## config.mk

```make
export PLATFORM = sky130hd
export DESIGN_NAME = bank_scan_top
export DESIGN_NICKNAME = d
export VERILOG_FILES = /design/src/rtl/bank_scan_pkg.sv /design/src/rtl/bank_part_check.sv /design/src/rtl/bank_part_buf.sv /design/src/rtl/bank_classify.sv /design/src/rtl/bank_scan_top.sv
export SDC_FILE = /design/constraint.sdc
export NUM_CORES = 1
export LEC_CHECK = 0
export BUFFER_PORTS_ARGS = -buffer_cell sky130_fd_sc_hd__buf_2
export CORE_AREA = 2 2 112 87
export CTS_CLUSTER_SIZE = 16
export DETAILED_ROUTE_END_ITERATION = 16
export DIE_AREA = 0 0 114 89
export PLACE_DENSITY = 0.75
export SLEW_MARGIN = 20
export SYNTH_ARGS = -nofsm -noshare
export SYNTH_HDL_FRONTEND = slang
export SYNTH_SLANG_ARGS = --single-unit
```

## constraint.sdc

```tcl
create_clock -name clk -period 5 [get_ports clk]
set_input_delay 1 -clock clk [delete_from_list [all_inputs] [get_ports clk]]
set_output_delay 1 -clock clk [all_outputs]
set_load 0.01 [all_outputs]
```

## src/rtl/bank_scan_pkg.sv

```systemverilog
// Shared types for the power-up bank recovery scanner.
// Assumes nothing beyond a byte-wide memory.
package bank_scan_pkg;
    typedef enum logic [2:0] {
        ST_RD_REQ,  // issue a scan read
        ST_RD_CAP,  // capture the scan read data
        ST_DECIDE,  // classify the bank
        ST_WR,      // write one restoration byte
        ST_VRD,     // read that byte back
        ST_VCMP,    // compare the read-back byte
        ST_NEXT,    // move to the next bank
        ST_DONE     // finished, hold
    } scan_st_e;
endpackage

```

## src/rtl/bank_part_check.sv

```systemverilog
// XOR check of one part: byte PART_BYTES holds the check byte.
// Assumes the part is presented as a packed byte vector, byte 0 lowest.
module bank_part_check #(
    parameter int PART_BYTES = 4
) (
    input  logic [PART_BYTES:0][7:0] part_i,
    output logic                     valid_o
);
    logic [7:0] acc;

    // Fold the data bytes and compare the result with the stored check byte.
    always_comb begin
        acc = 8'h00;
        for (int k = 0; k < PART_BYTES; k++) acc = acc ^ part_i[k];
        valid_o = (acc == part_i[PART_BYTES]);
    end
endmodule

```

## src/rtl/bank_part_buf.sv

```systemverilog
// Holds both parts of the bank under scan, one byte written per cycle.
// Assumes idx_i < PART_BYTES+1 whenever we_i is high.
module bank_part_buf #(
    parameter int PART_BYTES = 4,
    parameter int IDX_W      = 3
) (
    input  logic                          clk,
    input  logic                          we_i,
    input  logic                          part_i,
    input  logic [IDX_W-1:0]              idx_i,
    input  logic [7:0]                    din_i,
    output logic [1:0][PART_BYTES:0][7:0] parts_o
);
    logic [1:0][PART_BYTES:0][7:0] store_q;

    // Capture one read byte into its slot.
    always_ff @(posedge clk) begin
        if (we_i) store_q[part_i][idx_i] <= din_i;
    end

    assign parts_o = store_q;
endmodule

```

## src/rtl/bank_classify.sv

```systemverilog
// Classifies a bank from its two buffered parts: per-part validity and equality.
// Assumes the buffer holds a complete read of both parts.
module bank_classify #(
    parameter int PART_BYTES = 4
) (
    input  logic [1:0][PART_BYTES:0][7:0] parts_i,
    output logic                          valid0_o,
    output logic                          valid1_o,
    output logic                          same_o
);
    logic [1:0] valid;

    for (genvar p = 0; p < 2; p++) begin : g_part
        bank_part_check #(.PART_BYTES(PART_BYTES)) u_chk (
            .part_i  (parts_i[p]),
            .valid_o (valid[p])
        );
    end

    assign valid0_o = valid[0];
    assign valid1_o = valid[1];
    assign same_o   = (parts_i[0] == parts_i[1]);
endmodule

```

## src/rtl/bank_scan_top.sv

```systemverilog
// Power-up scanner: finds the first usable bank, restores a half-written one
// with per-byte read-back, and flags maintenance when every bank is bad.
// Assumes a memory with one-cycle read latency and writes visible next cycle.
module bank_scan_top
    import bank_scan_pkg::*;
#(
    parameter int NUM_BANKS  = 4,
    parameter int PART_BYTES = 4,
    localparam int PART_SZ   = PART_BYTES + 1,
    localparam int BANK_SZ   = 2 * PART_SZ,
    localparam int ADDR_W    = $clog2(NUM_BANKS * BANK_SZ),
    localparam int BANK_W    = (NUM_BANKS > 1) ? $clog2(NUM_BANKS) : 1
) (
    input  logic              clk,
    input  logic              rst_n,
    output logic [ADDR_W-1:0] mem_addr,
    output logic              mem_rd_en,
    output logic              mem_wr_en,
    output logic [7:0]        mem_wdata,
    input  logic [7:0]        mem_rdata,
    output logic              scan_ready,
    output logic [BANK_W-1:0] active_bank,
    output logic              maint_req
);
    localparam int IDX_W = $clog2(PART_SZ + 1);
    localparam logic [IDX_W-1:0]  IDX_LAST  = IDX_W'(PART_BYTES);
    localparam logic [BANK_W-1:0] BANK_LAST = BANK_W'(NUM_BANKS - 1);

    scan_st_e          state_q;
    logic [BANK_W-1:0] bank_q;
    logic              part_q;
    logic [IDX_W-1:0]  idx_q;
    logic              src_q;
    logic [BANK_W-1:0] active_q;
    logic              maint_q;

    logic [1:0][PART_BYTES:0][7:0] parts;
    logic valid0, valid1, same;
    logic addr_part;
    int   addr_int;

    bank_part_buf #(.PART_BYTES(PART_BYTES), .IDX_W(IDX_W)) u_buf (
        .clk     (clk),
        .we_i    (state_q == ST_RD_CAP),
        .part_i  (part_q),
        .idx_i   (idx_q),
        .din_i   (mem_rdata),
        .parts_o (parts)
    );

    bank_classify #(.PART_BYTES(PART_BYTES)) u_cls (
        .parts_i  (parts),
        .valid0_o (valid0),
        .valid1_o (valid1),
        .same_o   (same)
    );

    // Form the byte address from bank, part and byte index.
    always_comb begin
        addr_part = (state_q == ST_RD_REQ) ? part_q : ~src_q;
        addr_int  = int'(bank_q) * BANK_SZ + int'(addr_part) * PART_SZ + int'(idx_q);
        mem_addr  = ADDR_W'(addr_int);
    end

    assign mem_rd_en   = (state_q == ST_RD_REQ) || (state_q == ST_VRD);
    assign mem_wr_en   = (state_q == ST_WR);
    assign mem_wdata   = parts[src_q][idx_q];
    assign scan_ready  = (state_q == ST_DONE);
    assign active_bank = active_q;
    assign maint_req   = maint_q;

    // Scan sequencer: read both parts, classify, restore, then settle.
    always_ff @(posedge clk) begin
        if (!rst_n) begin
            state_q  <= ST_RD_REQ;
            bank_q   <= '0;
            part_q   <= 1'b0;
            idx_q    <= '0;
            src_q    <= 1'b0;
            active_q <= '0;
            maint_q  <= 1'b0;
        end else begin
            case (state_q)
                ST_RD_REQ: state_q <= ST_RD_CAP;
                ST_RD_CAP: begin
                    if (idx_q == IDX_LAST) begin
                        idx_q   <= '0;
                        part_q  <= ~part_q;
                        state_q <= part_q ? ST_DECIDE : ST_RD_REQ;
                    end else begin
                        idx_q   <= idx_q + 1'b1;
                        state_q <= ST_RD_REQ;
                    end
                end
                ST_DECIDE: begin
                    if (!valid0 && !valid1) begin
                        state_q <= ST_NEXT;
                    end else if (valid0 && valid1 && same) begin
                        active_q <= bank_q;
                        state_q  <= ST_DONE;
                    end else begin
                        src_q   <= valid0 ? 1'b0 : 1'b1;
                        idx_q   <= '0;
                        state_q <= ST_WR;
                    end
                end
                ST_WR:  state_q <= ST_VRD;
                ST_VRD: state_q <= ST_VCMP;
                ST_VCMP: begin
                    if (mem_rdata != parts[src_q][idx_q]) begin
                        state_q <= ST_NEXT;
                    end else if (idx_q == IDX_LAST) begin
                        active_q <= bank_q;
                        state_q  <= ST_DONE;
                    end else begin
                        idx_q   <= idx_q + 1'b1;
                        state_q <= ST_WR;
                    end
                end
                ST_NEXT: begin
                    if (bank_q == BANK_LAST) begin
                        maint_q  <= 1'b1;
                        active_q <= '0;
                        state_q  <= ST_DONE;
                    end else begin
                        bank_q  <= bank_q + 1'b1;
                        part_q  <= 1'b0;
                        idx_q   <= '0;
                        state_q <= ST_RD_REQ;
                    end
                end
                default: state_q <= ST_DONE;
            endcase
        end
    end


    ready_sticky_chk: assert property (@(posedge clk) disable iff (!rst_n)
        scan_ready |=> scan_ready);

    quiet_after_ready_chk: assert property (@(posedge clk) disable iff (!rst_n)
        scan_ready |-> (!mem_rd_en && !mem_wr_en));

    bank_frozen_chk: assert property (@(posedge clk) disable iff (!rst_n)
        scan_ready |=> $stable(active_bank));

    maint_implies_ready_chk: assert property (@(posedge clk) disable iff (!rst_n)
        maint_req |-> scan_ready);

    port_exclusive_chk: assert property (@(posedge clk) disable iff (!rst_n)
        !(mem_rd_en && mem_wr_en));

    readback_follows_write_chk: assert property (@(posedge clk) disable iff (!rst_n)
        mem_wr_en |=> (mem_rd_en && $stable(mem_addr)));
endmodule

```

==> metrics <==
Layout area overhead=9.43%; clock tree root buffer cell=clkbuf_16; clock latency on the worst-skew pair=0.35 ns; hpwl dp=9.12 mm; CTS resizes=0; pwr dens=292 mW/mm2; die area=0.0101 mm2; cells after synthesis=434; Antenna Violating Nets Remaining=0; total grt overflow=0; max_cap viols=0; final worst slack=1.19 ns; WP data arrival=2.81 ns; Min-Delay Path Class=flop to flop; GP Congestion=0.899; Chip Height=89 um; Die Wd=114 um; Worst setup SP type=flop; Clock H-tree levels=3; VDD IR-drop max=231 uV; area of the core=0.00893 mm2; Seq/Total Area, Yosys=50.0%; GRT Resource Usage Total=26.5%; Synth cell types=50; non-filler cells, final=576; Mapped Avg Cell Area=12.3 um2; status=complete, no violations; commonest non-fill, non-tap cells in the layout=80 x edfxtp_1, 55 x xnor2_1, 40 x xor2_1; Final TNS setup=0 ns; fin area=0.00582 mm2; worst rel slew slack=26.7%; Worst Setup Slack post-DPL=1.51 ns; first-pass GRT wire length=19.4 mm; hold buffers post-CTS=0; Setup CP Type=flop to primary output; Critical Path Sink Type=primary output; initial drt markers=415; vias in the first global route=3478; drc violations=0; final hold violations=0; Initial Util=59.6%; number of flops mapped to enable cells by yosys=80; Synthesis Warnings=0; total wire length=12.7 mm; most common cell after layout, fill and taps aside=edfxtp_1; post-synthesis async set-or-reset flop share=0%; PortBufs=29; Layout Skew=0.0105 ns; setup bufs post-CTS=0; RSZ-0062 raised after global routing=false; TritonCTS clock tree=yes; Synth Flop Type=edfxtp_1; num rows=30; Tcrit/Tclk final=76.3%; I/O Pins=30; utilization after layout=65.2%; Crit Path Max Fanout=20; measured slew at the worst slew-check pin=1.10 ns; max-slew violation count=0; largest net degree at the start of global routing=21; Num CTS Buffers=9; clk slew on worst S/H paths=0.07 ns; placed cells=560; Critical Path Start=src_q; fin nets=479; WP data required=4.00 ns; ant diodes=0; clock sink total=93; Fill cells=695; vias per std cell=6.26; Highest Clock Rate=0.262 GHz; Placed Area=0.00551 mm2; Vias=3607; post-synthesis cell area=0.00532 mm2; final setup violation count=0; #FFs+latches synth=93; min-delay src=active_bank[1]; Detailed Routing Iterations Pass 1=5; reg2reg start=idx_q[2]; drt wl/cell=22.1 um; fin crit period=3.81 ns; syn_nets=454; initial antenna violation count=0; CTS Buffer Depth=2; share of cells above drive strength 1=14.9%; Leak Pwr=0.00199 uW
## cell type report
| cell class | count | area (um2) | area share [%] |
|---|---|---|---|
| flip-flops and latches | 93 | 2660 | 45.8 |
| clock buffers | 9 | 225 | 3.87 |
| well taps | 112 | 140 | 2.41 |
| repair buffers | 30 | 153 | 2.62 |
| clock inverters | 7 | 75.1 | 1.29 |
| multi-input cells | 315 | 2530 | 43.4 |
| inverters | 10 | 37.5 | 0.645 |
## path summary, 6_finish.rpt
| kind | to | slack [ns] | cells after the start |
|---|---|---|---|
| worst max-delay path | mem_addr[5] | 1.19 | 7 |
| worst min-delay path | active_bank[1] | 0.47 | 2 |
| worst max register to register | idx_q[0] | 1.44 | 8 |
| worst min register to register | active_bank[1] | 0.47 | 2 |
## kinds of logic after synthesis
logic type	synth area share, %
buffers and inverters	2.68
AO/OA/AOI/OAI	5.97
AND/OR/NAND/NOR	12.3
multiplexers	8.16
flip-flops	50.0
XOR/XNOR	18.2
adder cells (fa/ha/maj)	2.63
## flip-flops by register name (all words and copies together) (netlist names)
signal / flops
state_q: 3
maint_req: 1
idx_q: 3
active_bank: 2
src_q: 1
bank_q: 2
part_q: 1
u_buf.parts_o: 80
## routing by layer
metal / track usage, % / wire length, um
met4: 8.76 / 219
met3: 7.46 / 1100
met2: 39.2 / 5630
met1: 38.1 / 5790
met5: 0 / 0
## stage by stage
step                      total power, uW  hold slack, ns
after floorplan                       978           0.490
after global placement               1030           0.451
after detailed placement             1030           0.458
after CTS                            1700           0.467
after global routing                 1750           0.482
final                                1700           0.467
## synthesized netlist by cell type, drive strengths merged (2+ instances only)
library cell,number,area share [%]
a31o,2,0.33
dfxtp,13,4.9
fa,2,0.75
and3,2,0.33
o21ai,9,0.85
a21oi,5,0.47
nand3b,4,0.56
nor4,14,1.6
buf,12,1.7
or4,4,0.56
nand2b,4,0.47
mux4,6,2.5
nor3b,2,0.28
inv,9,0.63
o22ai,4,0.47
clkbuf,4,0.28
xnor2,55,9.1
nand4,8,0.94
a22oi,3,0.42
nor2b,5,0.59
mux2i,22,4.1
or3,5,0.59
nand2,27,1.9
mux2,7,1.5
o22a,6,0.99
and4,4,0.71
o31ai,3,0.42
nor2,27,1.9
ha,8,1.9
a31oi,6,0.71
or3b,3,0.49
nor3,3,0.28
xor2,40,6.6
xnor3,6,2.5
edfxtp,80,45
nand3,10,0.94
## worst max-delay path: stages, from the launching register on
cell and delay [ns]:
dfxtp_2 0.72, o21ai_0 0.28, fa_1 0.57, inv_1 0.07, fa_1 0.46, nor2b_1 0.13, o21a_1 0.11, buf_2 0.12
## report_power, final
group | internal [uW] | switching (uW)
Clock | 389 | 293
Sequential | 853 | 15.9
Combinational | 62.9 | 86.8
Total | 1300 | 396
No activity file was read; power rests on OpenSTA's default activity.
